<file path="src/rtl/mp_pkg.sv">
package mp_pkg;
  typedef enum logic {PH_SYNC, PH_ADDR} mp_phase_e;
  localparam logic [7:0] SYNC_BYTE = 8'hFF;
  localparam int CLR_WAKE_BIT  = 0;
  localparam int CLR_MAGIC_BIT = 1;
  localparam int CLR_W         = 2;
endpackage

</file>
<file path="src/rtl/mp_frame_front.sv">
module mp_frame_front #(
  parameter int ADDR_BYTES = 6
) (
  input  logic                    clk,
  input  logic                    rst,
  input  logic                    rx_valid,
  input  logic                    rx_sof,
  input  logic                    rx_eof,
  input  logic [7:0]              rx_data,
  output logic [ADDR_BYTES*8-1:0] addr_flat,
  output logic                    restart,
  output logic                    payload_step,
  output logic                    eof_beat
);
  localparam int IW = $clog2(ADDR_BYTES + 1);

  logic          in_frame_q;
  logic [IW-1:0] idx_q;
  logic [7:0]    addr_q [ADDR_BYTES];
  logic          beat, addr_we;
  logic [IW-1:0] addr_idx;

  assign beat         = rx_valid & (rx_sof | in_frame_q);
  assign restart      = beat & rx_sof;
  assign eof_beat     = beat & rx_eof;
  assign payload_step = beat & ~rx_sof & (idx_q == IW'(ADDR_BYTES));
  assign addr_we      = restart | (beat & (idx_q < IW'(ADDR_BYTES)));
  assign addr_idx     = rx_sof ? '0 : idx_q;

  always_ff @(posedge clk) begin
    if (rst) begin
      in_frame_q <= 1'b0;
      idx_q      <= '0;
    end else begin
      if (rx_valid & rx_sof & ~rx_eof) in_frame_q <= 1'b1;
      else if (eof_beat)               in_frame_q <= 1'b0;
      if (restart)                     idx_q <= IW'(1);
      else if (beat && idx_q < IW'(ADDR_BYTES)) idx_q <= idx_q + IW'(1);
    end
  end

  // address file: plain write port, no reset
  always_ff @(posedge clk) begin
    if (addr_we) addr_q[addr_idx] <= rx_data;
  end

  for (genvar g = 0; g < ADDR_BYTES; g++) begin : g_flat
    assign addr_flat[g*8 +: 8] = addr_q[g];
  end
endmodule

</file>
<file path="src/rtl/mp_seq_match.sv">
module mp_seq_match
  import mp_pkg::*;
#(
  parameter int SYNC_BYTES = 6,
  parameter int ADDR_BYTES = 6,
  parameter int REPEATS    = 16
) (
  input  logic                    clk,
  input  logic                    rst,
  input  logic                    restart,
  input  logic                    step,
  input  logic [7:0]              rx_byte,
  input  logic [ADDR_BYTES*8-1:0] addr_flat,
  output logic                    found_q,
  output logic                    found_now
);
  localparam int SW = $clog2(SYNC_BYTES + 1);
  localparam int PW = (ADDR_BYTES > 1) ? $clog2(ADDR_BYTES) : 1;
  localparam int RW = (REPEATS > 1) ? $clog2(REPEATS) : 1;

  mp_phase_e     phase_q, phase_n;
  logic [SW-1:0] sync_q, sync_n;
  logic [PW-1:0] pos_q, pos_n, p;
  logic [RW-1:0] rep_q, rep_n, r;
  logic          take_addr;

  always_comb begin
    phase_n   = phase_q;
    sync_n    = sync_q;
    pos_n     = pos_q;
    rep_n     = rep_q;
    found_now = 1'b0;
    take_addr = 1'b0;
    p         = pos_q;
    r         = rep_q;
    if (step) begin
      if (phase_q == PH_ADDR) begin
        take_addr = 1'b1;
      end else if (sync_q == SW'(SYNC_BYTES) && rx_byte != SYNC_BYTE) begin
        take_addr = 1'b1;
        p = '0;
        r = '0;
      end else if (rx_byte == SYNC_BYTE) begin
        if (sync_q != SW'(SYNC_BYTES)) sync_n = sync_q + SW'(1);
      end else begin
        sync_n = '0;
      end
      if (take_addr) begin
        if (rx_byte == addr_flat[int'(p)*8 +: 8]) begin
          phase_n = PH_ADDR;
          if (p == PW'(ADDR_BYTES - 1)) begin
            pos_n = '0;
            if (r == RW'(REPEATS - 1)) begin
              found_now = 1'b1;
              phase_n   = PH_SYNC;
              sync_n    = '0;
              rep_n     = '0;
            end else begin
              rep_n = r + RW'(1);
            end
          end else begin
            pos_n = p + PW'(1);
            rep_n = r;
          end
        end else begin
          phase_n = PH_SYNC;
          sync_n  = (rx_byte == SYNC_BYTE) ? SW'(1) : '0;
          pos_n   = '0;
          rep_n   = '0;
        end
      end
    end
    if (restart) begin
      phase_n   = PH_SYNC;
      sync_n    = '0;
      pos_n     = '0;
      rep_n     = '0;
      found_now = 1'b0;
    end
  end

  always_ff @(posedge clk) begin
    if (rst) begin
      phase_q <= PH_SYNC;
      sync_q  <= '0;
      pos_q   <= '0;
      rep_q   <= '0;
      found_q <= 1'b0;
    end else begin
      phase_q <= phase_n;
      sync_q  <= sync_n;
      pos_q   <= pos_n;
      rep_q   <= rep_n;
      found_q <= restart ? 1'b0 : (found_q | found_now);
    end
  end
endmodule

</file>
<file path="src/rtl/mp_wake_status.sv">
module mp_wake_status
  import mp_pkg::*;
(
  input  logic             clk,
  input  logic             rst,
  input  logic             set_wake,
  input  logic             set_magic,
  input  logic             clr_we,
  input  logic [CLR_W-1:0] clr_wdata,
  output logic             wake_sts,
  output logic             magic_sts
);
  always_ff @(posedge clk) begin
    if (rst) begin
      wake_sts  <= 1'b0;
      magic_sts <= 1'b0;
    end else begin
      if (set_wake)                           wake_sts <= 1'b1;
      else if (clr_we && clr_wdata[CLR_WAKE_BIT]) wake_sts <= 1'b0;
      if (set_magic)                           magic_sts <= 1'b1;
      else if (clr_we && clr_wdata[CLR_MAGIC_BIT]) magic_sts <= 1'b0;
    end
  end
endmodule

</file>
<file path="src/rtl/wol_magic_det.sv">
module wol_magic_det
  import mp_pkg::*;
#(
  parameter int ADDR_BYTES = 6,
  parameter int SYNC_BYTES = 6,
  parameter int REPEATS    = 16
) (
  input  logic             clk,
  input  logic             rst,
  input  logic             rx_valid,
  input  logic             rx_sof,
  input  logic             rx_eof,
  input  logic [7:0]       rx_data,
  input  logic             frame_good,
  input  logic             filt_pass,
  input  logic             magic_en,
  input  logic             filt_wake_en,
  input  logic             clr_we,
  input  logic [CLR_W-1:0] clr_wdata,
  output logic             wake_sts,
  output logic             magic_sts
);
  logic [ADDR_BYTES*8-1:0] addr_flat;
  logic restart, payload_step, eof_beat;
  logic found_q, found_now;
  logic frame_ok, magic_hit, set_wake;

  mp_frame_front #(.ADDR_BYTES(ADDR_BYTES)) u_front (
    .clk(clk), .rst(rst), .rx_valid(rx_valid), .rx_sof(rx_sof),
    .rx_eof(rx_eof), .rx_data(rx_data), .addr_flat(addr_flat),
    .restart(restart), .payload_step(payload_step), .eof_beat(eof_beat)
  );

  mp_seq_match #(.SYNC_BYTES(SYNC_BYTES), .ADDR_BYTES(ADDR_BYTES),
                 .REPEATS(REPEATS)) u_match (
    .clk(clk), .rst(rst), .restart(restart), .step(payload_step),
    .rx_byte(rx_data), .addr_flat(addr_flat),
    .found_q(found_q), .found_now(found_now)
  );

  assign frame_ok  = eof_beat & frame_good & filt_pass;
  assign magic_hit = frame_ok & magic_en & ~rx_sof & (found_q | found_now);
  assign set_wake  = magic_hit | (frame_ok & filt_wake_en);

  mp_wake_status u_status (
    .clk(clk), .rst(rst), .set_wake(set_wake), .set_magic(magic_hit),
    .clr_we(clr_we), .clr_wdata(clr_wdata),
    .wake_sts(wake_sts), .magic_sts(magic_sts)
  );
endmodule

</file>
<file path="config.mk">
export PLATFORM = sky130hd
export DESIGN_NAME = wol_magic_det
export DESIGN_NICKNAME = d
export VERILOG_FILES = /design/src/rtl/mp_pkg.sv /design/src/rtl/mp_frame_front.sv /design/src/rtl/mp_seq_match.sv /design/src/rtl/mp_wake_status.sv /design/src/rtl/wol_magic_det.sv
export SDC_FILE = /design/constraint.sdc
export NUM_CORES = 1
export LEC_CHECK = 0
export BUFFER_PORTS_ARGS = -buffer_cell sky130_fd_sc_hd__clkbuf_2
export CAP_MARGIN = 30
export CORE_UTILIZATION = 35
export DETAILED_ROUTE_END_ITERATION = 12
export SETUP_SLACK_MARGIN = 0.5
export SYNTH_ARGS = -nofsm -noshare
export SYNTH_HDL_FRONTEND = slang
export SYNTH_SLANG_ARGS = --single-unit
</file>
<file path="constraint.sdc">
create_clock -name clk -period 5.3 [get_ports clk]
set_input_delay 0.265 -clock clk [delete_from_list [all_inputs] [get_ports clk]]
set_output_delay 0.265 -clock clk [all_outputs]
set_load 0.02 [all_outputs]
</file>
[Yosys cells after proc, flatten, opt, wreduce, memory -nomap -nowiden]
Memory sizes are Yosys's and may differ from the RTL's.
Cells that the tools add are included.
Word-level totals
  register bits: 18
  RAM bits: 48
  input bits: 20
  output and inout bits: 2
  word-level logic and storage cells: 98
  memories: 1
Memories
  u_front.addr_q: depth 6, bits a word 8, rd ports 6, clocked after Yosys merged registers in 0, write ports 1, line mp_frame_front.sv:19  | logic [7:0] addr_q [ADDR_BYTES];
Cells by class
  add/subtract/negate cells: 4
  magnitude comparators: 1
  equal/unequal tests: 8
  shift operators: 1
  mux-type cells: 43
  bitwise logic cells: 20
  reduce and logical (&&, ||, !) cells: 10
Operators by type and width (count)
  variable part select 48 x 7 -> 8 bit: 1
  2-to-1 mux 3 bit: 14
  2-to-1 mux 4 bit: 6
  2-to-1 mux 1 bit: 23
  bitwise AND 1 bit: 14
  adder 3 x 1 -> 3 bit, second input constant: 3
  equality test 3 bit, second input constant: 3
  equality test 8 bit: 1
  equality test 8 bit, second input constant: 1
  inequality test 8 bit, second input constant: 1
  nonzero test 2 bit: 4
  adder 4 x 1 -> 4 bit, second input constant: 1
  equality test 4 bit, second input constant: 1
  logical AND 1 bit: 4
  bitwise OR 1 bit: 4
  < comparator 3 bit, second input constant: 1
  inequality test 3 bit, second input constant: 1
  inverter 1 bit: 2
  AND reduction 2 bit: 1
  OR reduction 2 bit: 1

[Longest topological paths before layout]
  depth after elaboration: 16
  gate-level depth with buffers: 14

[Cells and area by module]
From an unflattened synthesis, not the netlist that was laid out.
Second synthesis, totals
  cell total of the unflattened synthesis: 322
  area total of the unflattened synthesis: 3455.8 um^2
By module, submodules not included
  mp_frame_front: instances 1, cells an instance 85, area each 1741.7 um^2, seq. area each 1521.5 um^2
  mp_seq_match: instances 1, cells an instance 223, area each 1604.0 um^2, seq. area each 240.2 um^2
  mp_wake_status: instances 1, cells an instance 8, area each 72.6 um^2, seq. area each 40.0 um^2
  wol_magic_det: instances 1, cells an instance 6, area each 37.5 um^2, seq. area each 0.0 um^2

[Worst setup path after synthesis]
OpenSTA, ideal clock, no wires.
  kind: register to register
  start point: register u_match.sync_q[0]
  end point: register u_status.magic_sts
  arrival: 2.705 ns
  path slack: 2.521 ns
  cell stages (with the launch flop): 14
  path buffers: 3
  path through: dfxtp_1 inv_1 ha_1 nand3b_1 a21o_1 buf_2 clkbuf_1 and2_1 ha_1 nand2_1 or3_1 clkbuf_1 or3_1 o21ai_0
On the way
  cells in the longest elaborated chain, start to end: 15
  elaborated cells on any way between the ends: 25
Ends and longest elaborated chain
  from (decl): line mp_seq_match.sv:22  | logic [SW-1:0] sync_q, sync_n;
  from (signal assigned): line mp_seq_match.sv:91  | sync_q <= sync_n;
  equality test 3 bit (*): line mp_seq_match.sv:39  | end else if (sync_q == SW'(SYNC_BYTES) && rx_byte != SYNC_BYTE) begin
  logical AND 1 bit (*): line mp_seq_match.sv:39
  parallel branches: the longest is 7 deep, another holds variable part select 48 x 7 -> 8 bit
  2-to-1 mux 1 bit (*): line mp_seq_match.sv:48  | if (take_addr) begin
  2-to-1 mux 1 bit (*): line mp_seq_match.sv:36  | if (step) begin
  2-to-1 mux 1 bit (*): line mp_seq_match.sv:73  | if (restart) begin
  bitwise OR 1 bit (*): line wol_magic_det.sv:42  | assign magic_hit = frame_ok & magic_en & ~rx_sof & (found_q | found_now);
  bitwise AND 1 bit (*): line wol_magic_det.sv:42
  2-to-1 mux 1 bit / nonzero test 2 bit (equally long branches)
  to (signal assigned): line mp_wake_status.sv:16  | magic_sts <= 1'b0;
  to (signal assigned): line mp_wake_status.sv:20  | if (set_magic) magic_sts <= 1'b1;
  to (signal assigned): line mp_wake_status.sv:21  | else if (clr_we && clr_wdata[CLR_MAGIC_BIT]) magic_sts <= 1'b0;
  to (decl): line mp_wake_status.sv:11  | output logic magic_sts
Mark *: on every way between the ends. The select of a mux whose other input is x is not followed.
A chain may end at the register's enable or synchronous reset.

[Worst setup path in the final report]
  start point: register u_match.sync_q[0]
  end point: register u_match.rep_q[2]
On the way
  cells in the longest elaborated chain, start to end: 9
  elaborated cells on any way between the ends: 20
Ends and longest elaborated chain
  equality test 3 bit (*): line mp_seq_match.sv:39
  logical AND 1 bit (*): line mp_seq_match.sv:39
  parallel branches: the longest is 7 deep, another holds variable part select 48 x 7 -> 8 bit
  to (signal assigned): line mp_seq_match.sv:93  | rep_q <= rep_n;
  to (decl): line mp_seq_match.sv:24  | logic [RW-1:0] rep_q, rep_n, r;
Marked as above.

==> results summary <==
The power density over the cells is between 200 and 300 nW/um2. The cell row count is 35. The cell sitting at the root of the clock tree is a clkbuf_8. The placeable core region came out at between 9000 and 10000 um2. For the final routed database, the setup TNS stands at 0 ps.

The relative slew slack is 0.312. The total length of routed wires came out at roughly 7.4 mm. The setup clock skew after layout came out at ~11 ps. The number of buffers added to fix hold violations after cts is 0. The post-route antenna net violation count came out at 0. Counting stages on the worst path, the most repeated cell is a21oi_1.

The static leakage is 0.00124 uW. The total overflow left after global routing is 0. The DRC violations left came out at 0.

When the netlist entered floorplanning its net count stood at roughly 330. The initial antenna violation count came out at 0. The clock tree from TritonCTS is yes.

The number of clock sinks is 66. The number of top-level pins came out at 22. IR analysis of the VDD net gives a maximum drop of ~130 uV.

The final setup slack of the worst path is between 1500 and 2000 ps. The type of the worst setup path is register to register. The worst setup path is launched from a register.

The transition time at the pin with the least slew margin came out at roughly 1000 ps. Setup violations remaining at the end of the flow were counted as 0. The worst setup path is captured at a register. The most frequently used cell type in the post-synthesis netlist is edfxtp_1. The number of register bits inferred by synthesis is 66.

The maximum number of pins on one net before global-route repair is 25. The worst path arrival time is ~3700 ps. For this run, the leading register cell type out of synthesis is edfxtp_1. The delay contributed by the slowest stage of the critical path is 830 ps. The height of the die came out at slightly below 100 um.

The maximum clock insertion buffer count is 2. The worst reg2reg path depth came out at 10. Derived from the worst setup path, the maximum achievable clock frequency is 0.290 GHz. Of the post-synthesis cell area, the dominant cell type holds 0.435. The area growth from synthesis to layout came out at 11.1%.

The number of max-slew violations in the final report is 0. Ranked by instance count, the synthesized netlist is headed by 48 x edfxtp_1, 28 x a21oi_1, 26 x nand2_1. The flow ran to the end, and the final reports show no timing, DRC or antenna violations.

The number of H-tree levels is 3. The starting DRC count in detailed routing came out at roughly 300. The number of max-capacitance violations reported came out at 0. The unique cell type count in the Yosys netlist is between 50 and 60. The global-route wire length before repair is about 12 mm. The total vias in the final route is between 2k and 2.5k. The total placed instance area is between 3000 and 4000 um2. edfxtp_1 takes more of the synthesized area than any other cell. The required time reported for the critical path endpoint came out at 5560 ps. The quantity of gates resized following cts came out at 0. The post-placement setup slack came out at a little under 2000 ps.

The netlist area before placement came out at roughly 3300 um2. The clock latency of the later-clocked register in the worst-skew pair is 350 ps. The die area came out at just under 10000 um2. The worst hold path was traced through 2 stages. The total routing resource utilization after global routing is 0.158. Detailed placement ended at an HPWL of around 4.8 mm. The number of post-CTS setup repair buffers is 0.

The worst-path maximum fanout is 13. Measured along the x axis, the die boundary spans 99.3 um. Of the cells placed in the final design, the portion with a size suffix greater than 1 is 0.179. The proportion of synthesized flip-flops having asynchronous set or reset is 0.

The sequential-to-total area share from yosys stat is 0.544. The per-cell routed wire length is 16.9 um. The count of input and output buffers came out at 21. Setup repair after global routing left no endpoint under its margin. The number of nets in the layout came out at around 340. Sorting the synthesized cells by area gives the leading types as edfxtp_1 44%, dfxtp_1 11%, mux2i_1 4.5%. The post-layout utilization of the core came out at 0.400.

The number of hold-slack violations in the final timing report is 0. The total clock buffers created by CTS came out at 9. The post-route clock period utilization is 0.651. The critical-path cell with the highest stage delay is a21oi_1. The via count of the first global-routing pass was 2340. The initial utilization of the core area, before any placement, comes to 0.360.

The worst path needs 3450 ps of the cycle, external delays included. After layout, the design draws a total of 990 uW. The mean area per synthesized cell came out at 11.0 um2. The diode insertion count for antenna repair came out at 0. The worst hold path belongs to the class primary input to register. The post-route cell area came out at around 3700 um2. Counting flops with a built-in enable in the synthesized netlist gives 48. Walking the worst path, the cells encountered are inv_1, ha_1, nand3b_1, a21oi_1, a21oi_1, o221ai_1, o311ai_1, nor4_4, nand2_2, o41ai_2.

The yosys synthesis warning count is 0. Synthesis produced a netlist whose cell count is 300. The number of iterations in the first detailed-routing pass is 4. Using the TritonRoute via totals, the vias-per-cell ratio works out to 5.61. The final weighted congestion in routability-driven placement is between 0.8 and 0.9.

The clock transition time at the flip-flop clock pins of the worst setup and hold paths came out at about 80 ps.
## logic make-up after synthesis
logic type	after synthesis	synth area share
fa+ha+maj	5	0.0189
compound gates	80	0.158
xor+xnor	4	0.0106
simple gates	100	0.168
flops	66	0.544
buf+inv	27	0.0408
mux	18	0.0589
## cell type report
cell class	count	area, um2
Inverter	10	37.5
Multi-Input combinational cell	207	1390
Timing Repair Buffer	25	135
Clock inverter	7	52.6
Sequential cell	66	1800
Tap cell	111	139
Fill cell	877	5520
Clock buffer	9	124
## flip-flops by register name, indices dropped and copies added (netlist names)
name / count
u_front.addr_q: 48
u_status.magic_sts: 1
u_match.found_q: 1
u_front.idx_q: 3
u_match.phase_q: 1
u_front.in_frame_q: 1
u_match.pos_q: 3
u_match.sync_q: 3
u_status.wake_sts: 1
u_match.rep_q: 4
## per-layer routing
metal | vias to the layer above | global-route usage | routed length [um]
li1 | 1195 | - | -
met1 | 1194 | 0.208 | 3490
met2 | 41 | 0.249 | 3440
met3 | 11 | 0.0365 | 298
met4 | 0 | 0.0724 | 125
met5 | - | 0 | 0
## path summary, 6_finish.rpt
check	startpoint	end	slack [ps]
hold / removal	rx_eof	u_front.in_frame_q	130
setup reg to reg	u_match.sync_q[0]	u_match.rep_q[2]	1850
setup / recovery	u_match.sync_q[0]	u_match.rep_q[2]	1850
hold reg to reg	u_match.found_q	u_match.found_q	480
## where the power goes
part / switching, uW / leakage [uW] / internal [uW]
registers: 3.30 / 0.000580 / 558
clock network: 212 / 0.0000783 / 172
logic: 29.5 / 0.000581 / 15.3
total: 245 / 0.00124 / 745
## through the flow
step / hold WS (ps) / std cells
after global routing: 135 / 435
after detailed placement: 461 / 418
after floorplan: 343 / 300
after global placement: 452 / 418
final: 129 / 435
after CTS: 122 / 434
## cells in the final DEF (no fill, tap or decap), types with 3 or more instances in the layout
cell	n
nand2_1	26
nand4_1	6
a211oi_1	6
dfxtp_1	18
nor4_1	5
buf_4	4
edfxtp_1	48
clkbuf_2	21
a21oi_1	28
o22ai_1	3
xor2_1	4
ha_1	5
and2_1	3
inv_1	10
o211ai_1	5
o21ai_0	11
mux2i_1	15
nor3_1	7
a21o_1	3
clkbuf_8	9
nor3b_1	9
nand2b_1	3
o221ai_1	3
a31oi_1	4
a221oi_1	3
nor2_1	10
or3_1	4
and4_1	3
nand3_1	10
clkinvlp_4	4
## critical path, delay by kind of cell (launching register included)
family | cells | cell delay [ps]
AND/OR/NAND/NOR | 3 | 1060
adder cells (fa/ha/maj) | 1 | 220
flip-flops | 1 | 370
AO/OA/AOI/OAI | 5 | 1630
buffers and inverters | 1 | 80
(Power assumes the default switching activity.)
